$ cat src/rtl/swd_req_pkg.sv
package swd_req_pkg;

    localparam int HDR_W     = 8;
    localparam int PAR_IDX   = 5;
    localparam int STOP_IDX  = 6;
    localparam int PARK_IDX  = 7;

    typedef enum logic [2:0] {
        PH_IDLE,
        PH_HDR,
        PH_DATA,
        PH_DPAR,
        PH_DONE
    } phase_e;

    typedef struct packed {
        logic       dbg;
        logic       rd;
        logic [1:0] addr;
    } req_t;

    function automatic logic hdr_parity(input req_t r);
        return r.dbg ^ r.rd ^ r.addr[0] ^ r.addr[1];
    endfunction

    // Header in wire order, element 0 leaves first.
    function automatic logic [HDR_W-1:0] hdr_word(input req_t r);
        logic [HDR_W-1:0] w;
        w           = '0;
        w[0]        = 1'b1;
        w[1]        = r.dbg;
        w[2]        = r.rd;
        w[3]        = r.addr[0];
        w[4]        = r.addr[1];
        w[PAR_IDX]  = hdr_parity(r);
        w[STOP_IDX] = 1'b0;
        w[PARK_IDX] = 1'b0;
        return w;
    endfunction

endpackage

$ cat src/rtl/swd_req_frame.sv
module swd_req_frame
    import swd_req_pkg::*;
#(
    parameter int DATA_W = 32,
    localparam int FR_W  = HDR_W + DATA_W + 1
) (
    input  req_t              req_i,
    input  logic [DATA_W-1:0] wdata_i,
    output logic [FR_W-1:0]   frame_o
);

    logic [HDR_W-1:0] hdr;
    logic             dpar;

    always_comb begin
        hdr  = hdr_word(req_i);
        dpar = ^wdata_i;
        frame_o = {dpar, wdata_i, hdr};
    end

endmodule

$ cat src/rtl/swd_req_seq.sv
module swd_req_seq
    import swd_req_pkg::*;
#(
    parameter int DATA_W = 32,
    localparam int CNT_W = ($clog2(DATA_W) > 3) ? $clog2(DATA_W) : 3
) (
    input  logic             clk,
    input  logic             rst,
    input  logic             start_i,
    input  logic             rd_i,
    output phase_e           phase_o,
    output logic [CNT_W-1:0] idx_o,
    output logic             load_o,
    output logic             shift_o
);

    localparam logic [CNT_W-1:0] HDR_LAST  = CNT_W'(HDR_W - 1);
    localparam logic [CNT_W-1:0] DATA_LAST = CNT_W'(DATA_W - 1);

    phase_e           phase_q;
    logic [CNT_W-1:0] idx_q;
    logic             rd_q;

    always_comb begin
        load_o  = start_i && (phase_q == PH_IDLE || phase_q == PH_DONE);
        shift_o = (phase_q == PH_HDR) || (phase_q == PH_DATA) || (phase_q == PH_DPAR);
    end

    always_ff @(posedge clk) begin
        if (rst) begin
            phase_q <= PH_IDLE;
            idx_q   <= '0;
            rd_q    <= 1'b0;
        end else if (load_o) begin
            phase_q <= PH_HDR;
            idx_q   <= '0;
            rd_q    <= rd_i;
        end else begin
            unique case (phase_q)
                PH_HDR: begin
                    if (idx_q == HDR_LAST) begin
                        idx_q   <= '0;
                        phase_q <= rd_q ? PH_DONE : PH_DATA;
                    end else begin
                        idx_q <= idx_q + 1'b1;
                    end
                end
                PH_DATA: begin
                    if (idx_q == DATA_LAST) begin
                        idx_q   <= '0;
                        phase_q <= PH_DPAR;
                    end else begin
                        idx_q <= idx_q + 1'b1;
                    end
                end
                PH_DPAR: phase_q <= PH_DONE;
                PH_DONE: phase_q <= PH_IDLE;
                default: phase_q <= PH_IDLE;
            endcase
        end
    end

    assign phase_o = phase_q;
    assign idx_o   = idx_q;

    // a read leaves the header straight for the done cycle
    p_read_no_data_r6: assert property (@(posedge clk) disable iff (rst)
        (phase_q == PH_HDR && idx_q == HDR_LAST && rd_q && !start_i) |=> (phase_q == PH_DONE));

    // exactly one data-parity cycle, then done
    p_dpar_single_r8: assert property (@(posedge clk) disable iff (rst)
        (phase_q == PH_DPAR) |=> (phase_q == PH_DONE));

    // a strobe mid-data never aborts or restarts the transfer
    p_busy_ignore_r10: assert property (@(posedge clk) disable iff (rst)
        (phase_q == PH_DATA && start_i) |=> (phase_q == PH_DATA || phase_q == PH_DPAR));

endmodule

$ cat src/rtl/swd_req_shift.sv
module swd_req_shift #(
    parameter int W = 41
) (
    input  logic         clk,
    input  logic         rst,
    input  logic         load_i,
    input  logic         shift_i,
    input  logic [W-1:0] frame_i,
    output logic         bit_o
);

    logic [W-1:0] sr_q;

    always_ff @(posedge clk) begin
        if (rst)          sr_q <= '0;
        else if (load_i)  sr_q <= frame_i;
        else if (shift_i) sr_q <= {1'b0, sr_q[W-1:1]};
    end

    assign bit_o = sr_q[0];

endmodule

$ cat src/rtl/swd_req_ser.sv
module swd_req_ser
    import swd_req_pkg::*;
#(
    parameter int DATA_W = 32
) (
    input  logic              clk,
    input  logic              rst,
    input  logic              start_i,
    input  logic              dbg_sel_i,
    input  logic              rd_i,
    input  logic [1:0]        addr_i,
    input  logic [DATA_W-1:0] wdata_i,
    output logic              sdo_o,
    output logic              sdo_oe_o,
    output logic              done_o
);

    localparam int FR_W  = HDR_W + DATA_W + 1;
    localparam int CNT_W = ($clog2(DATA_W) > 3) ? $clog2(DATA_W) : 3;
    localparam logic [CNT_W-1:0] PARK_POS = CNT_W'(PARK_IDX);
    localparam logic [CNT_W-1:0] STOP_POS = CNT_W'(STOP_IDX);

    req_t             req;
    logic [FR_W-1:0]  frame;
    phase_e           phase;
    logic [CNT_W-1:0] idx;
    logic             load, shift, sr_bit, drive;

    always_comb begin
        req.dbg  = dbg_sel_i;
        req.rd   = rd_i;
        req.addr = addr_i;
    end

    swd_req_frame #(.DATA_W(DATA_W)) u_frame (
        .req_i   (req),
        .wdata_i (wdata_i),
        .frame_o (frame)
    );

    swd_req_seq #(.DATA_W(DATA_W)) u_seq (
        .clk     (clk),
        .rst     (rst),
        .start_i (start_i),
        .rd_i    (rd_i),
        .phase_o (phase),
        .idx_o   (idx),
        .load_o  (load),
        .shift_o (shift)
    );

    swd_req_shift #(.W(FR_W)) u_shift (
        .clk     (clk),
        .rst     (rst),
        .load_i  (load),
        .shift_i (shift),
        .frame_i (frame),
        .bit_o   (sr_bit)
    );

    always_comb begin
        drive    = ((phase == PH_HDR) && (idx != PARK_POS))
                || (phase == PH_DATA) || (phase == PH_DPAR);
        sdo_oe_o = drive;
        sdo_o    = drive & sr_bit;
        done_o   = (phase == PH_DONE);
    end

    // the cycle after an accepted strobe drives the start bit high
    p_start_bit_r2: assert property (@(posedge clk) disable iff (rst)
        load |=> (sdo_o && sdo_oe_o));

    // stop bit is driven low
    p_stop_low_r4: assert property (@(posedge clk) disable iff (rst)
        (phase == PH_HDR && idx == STOP_POS) |-> (sdo_oe_o && !sdo_o));

    // a released line is never shown as a one
    p_released_low_r5: assert property (@(posedge clk) disable iff (rst)
        !sdo_oe_o |-> !sdo_o);

    // done lasts exactly one cycle
    p_done_pulse_r9: assert property (@(posedge clk) disable iff (rst)
        done_o |=> !done_o);

    // the line is released while done is high
    p_done_released_r9: assert property (@(posedge clk) disable iff (rst)
        done_o |-> !sdo_oe_o);

endmodule

$ cat config.mk
export PLATFORM = sky130hd
export DESIGN_NAME = swd_req_ser
export DESIGN_NICKNAME = d
export VERILOG_FILES = /design/src/rtl/swd_req_pkg.sv /design/src/rtl/swd_req_frame.sv /design/src/rtl/swd_req_seq.sv /design/src/rtl/swd_req_shift.sv /design/src/rtl/swd_req_ser.sv
export SDC_FILE = /design/constraint.sdc
export NUM_CORES = 1
export LEC_CHECK = 0
export BUFFER_PORTS_ARGS = -buffer_cell sky130_fd_sc_hd__clkbuf_2
export CAP_MARGIN = 20
export CORE_MARGIN = 2
export CORE_UTILIZATION = 59
export CTS_BUF_LIST = sky130_fd_sc_hd__clkbuf_4 sky130_fd_sc_hd__clkbuf_8 sky130_fd_sc_hd__clkbuf_16
export CTS_CLUSTER_DIAMETER = 100
export CTS_CLUSTER_SIZE = 8
export DETAILED_ROUTE_END_ITERATION = 8
export GPL_TIMING_DRIVEN = 0
export PLACE_DENSITY = 0.83
export SYNTH_ARGS = -nofsm -noshare
export SYNTH_HDL_FRONTEND = slang
export SYNTH_SLANG_ARGS = --single-unit
$ cat constraint.sdc
create_clock -name clk -period 3.5 [get_ports clk]
set_input_delay 0.175 -clock clk [delete_from_list [all_inputs] [get_ports clk]]
set_output_delay 0.175 -clock clk [all_outputs]
set_load 0.01 [all_outputs]
==> reports/results.tsv <==
metric	value	unit
status	completed	
cts_setup_buffers	0	
cp.depth	7	
synth_common_cells	dfxtp_1 (50), nand2_1 (50), a21oi_1 (41)	
cts_max_level	2	
synthFlopType	dfxtp_1	
hold_slack	0.152	ns
max-slew-margin-rel	0.676	
nets	368	
netlist_area	0.00240	mm2
die_h	67.8	um
gp_congestion	0.787	
endpoint	sdo_o	
slowest_stage	dfxtp_1	
finalCriticalPeriod	2.00	ns
rsz0062_at_grt	false	
crit_start	u_seq.idx_o[0]$_SDFFE_PP0P_	
worst_slew_pin_slew	0.486	ns
syn-num-nets	321	
grt.total_usage	0.243	
total_power	1.26	mW
yosys.area.top_type	dfxtp_1	
syn_inst	280	
r2r_cells	7	
cts_resized	0	
worstSkewPairLatency	0.30	ns
dr.pass1.iters	4	
cts-root-buf	clkbuf_8	
avgSynthCellArea	8.59	um2
drt-total-wl	5.15	mm
path_class	flop to primary output	
grt_first_pass_wirelength	8.34	mm
drive_above_1_share	0.186	
cts_tree	built	
maxCapViolCount	0	
max-vdd-ir-drop	284	uV
top_level_ports	42	
path_clk_slew	0.09	ns
holdPathStages	3	
r2r_start	u_seq.idx_o[0]$_SDFFE_PP0P_	
crit_fanout	3	
worstSetupStartpointType	flop	
setup_ws	1.50	ns
async_flop_share	0	
ctsHoldBuffers	0	
detail-route-antenna-nets	0	
viasPerCell	5.53	
antennaDiodeCount	0	
p_leak	1.04	nW
die_x	67.8	um
crit_chain	ha_1 -> nand2_1 -> or3_1 -> a21oi_1 -> nor2_1 -> and2_1 -> clkbuf_2	
worstPathArrival	1.83	ns
routedWlPerCell	13.6	um
fin_skew	0.00417	ns
place_ws	1.84	ns
cp.required	3.32	ns
grt_max_degree	15	
clkSinkCount	50	
dp_hpwl	3.82	mm
report.final.slew_viol_count	0	
setup_viol_count_final	0	
crit_buf_inv	1	
finalCritPeriodShare	0.572	
vias	2092	
ys_ff_latch	50	
synth-warning-count	0	
setup_tns	0	ns
port_buffers	40	
synth_edf_count	0	
drc_errors	0	
ys_seq_area_frac	0.416	
antenna_found_initial	0	
cpPeakStageDelay	0.38	ns
fmax	0.499	GHz
synth_top_area_share	0.416	
rrSetupSlack	1.86	ns
core.rowCount	23	
cp_top_family	simple AND/OR/NAND/NOR gates	
start_util	0.606	
fp.dieArea	0.00460	mm2
ys_types	33	
grt_pass1_vias	1887	
grt_overflow_total	0	
numCtsBuffers	5	
reg2reg_to	u_seq.idx_o[1]$_SDFFE_PP0P_	
p_per_area	457	mW/mm2
hold_viol	0	
clk_path_buf_depth	2	
cp-end-kind	primary output	
hold_class	input pin to flop	
first_iter_violations	149	
areaGrowthSynthToFinish	14.9	%
synthTopCellsByArea	dfxtp_1 (42%), xnor2_1 (11%), a22oi_1 (11%)	
fp.coreArea	0.00397	mm2
-- registers in the layout, summed over array words and instances (netlist names) --
name	cells
u_seq.rd_q	1
u_seq.phase_o	3
u_shift.sr_q	41
u_seq.idx_o	5
-- report_power, final --
group	internal (mW)	leakage, nW	total [mW]	switching (mW)
sequential	0.607	0.410	0.630	0.0226
combinational	0.131	0.577	0.277	0.147
clock	0.168	0.0517	0.354	0.187
total	0.906	1.04	1.26	0.356
-- final cells by class --
cell class                 count  area [um2]
clock inverter                 1        5.00
sequential                    50        1000
multi-input combinational    212        1300
buffer                        18         103
tap                           50        62.6
timing repair buffer          40         200
fill                         332        1210
clock buffer                   7        90.1
-- how the worst min path moves through the flow --
stage	from	end
2_1_floorplan	rd_i	u_seq.rd_q$_SDFFE_PP0P_
3_3_place_gp	u_shift.sr_q[7]$_SDFFE_PP0N_	u_shift.sr_q[6]$_SDFFE_PP0N_
3_5_place_dp	u_shift.sr_q[14]$_SDFFE_PP0P_	u_shift.sr_q[14]$_SDFFE_PP0P_
4_1_cts	rd_i	u_seq.rd_q$_SDFFE_PP0P_
5_1_grt	rd_i	u_seq.rd_q$_SDFFE_PP0P_
6_report	rd_i	u_seq.rd_q$_SDFFE_PP0P_
-- metal layers --
| metal | vias up | share of wire | track usage |
|---|---|---|---|
| met1 | 974 | 0.47 | 0.316 |
| met2 | 36 | 0.49 | 0.403 |
| met3 | 10 | 0.031 | 0.0428 |
| li1 | 1072 | - | - |
| met4 | 0 | 0.017 | 0.0900 |
| met5 | - | 0 | 0 |
-- layout by cell type, fill, tap and decap left out, types with 2 or more instances in the layout --
| cell | count |
|---|---|
| a311oi_1 | 3 |
| nor2_1 | 15 |
| a21oi_1 | 41 |
| xor2_1 | 6 |
| buf_6 | 4 |
| xnor2_1 | 31 |
| dfxtp_1 | 50 |
| clkbuf_8 | 6 |
| and2_1 | 3 |
| nand2_1 | 50 |
| clkbuf_1 | 9 |
| clkbuf_2 | 40 |
| ha_1 | 2 |
| buf_2 | 4 |
| nand2b_1 | 3 |
| o21a_1 | 2 |
| and3_1 | 2 |
| nor3_1 | 4 |
| a22oi_1 | 34 |
| nand3b_1 | 2 |
-- stage by stage --
step                 util  instance area (um2)  cells
floorplan               -                 2400    280
detailed placement  0.672                 2670    370
global placement    0.672                 2670    370
finish              0.696                 2760    378
global route        0.696                 2760    378
CTS                 0.696                 2760    378
-- worst reg2reg max path, cell delays in order (launching register included) --
cell and delay, ns:
dfxtp_1 0.38, ha_1 0.20, nand2_1 0.07, nor3_1 0.37, o21a_1 0.19, nor2_1 0.05
a32oi_1 0.21, nor2_1 0.05
-- kinds of logic (layout without fill, tap and decap cells) --
kind of cell | after synthesis | after routing | synth area share
muxes | 1 | 1 | 0.00416
DFF | 50 | 50 | 0.416
AOI/OAI and AO/OA | 85 | 85 | 0.225
xor gates and xnor gates | 37 | 37 | 0.135
adders and majority gates | 2 | 2 | 0.0104
and+or+nand+nor | 87 | 87 | 0.166
buffers and inverters | 18 | 66 | 0.0427
No activity file was read; power rests on OpenSTA's default activity.
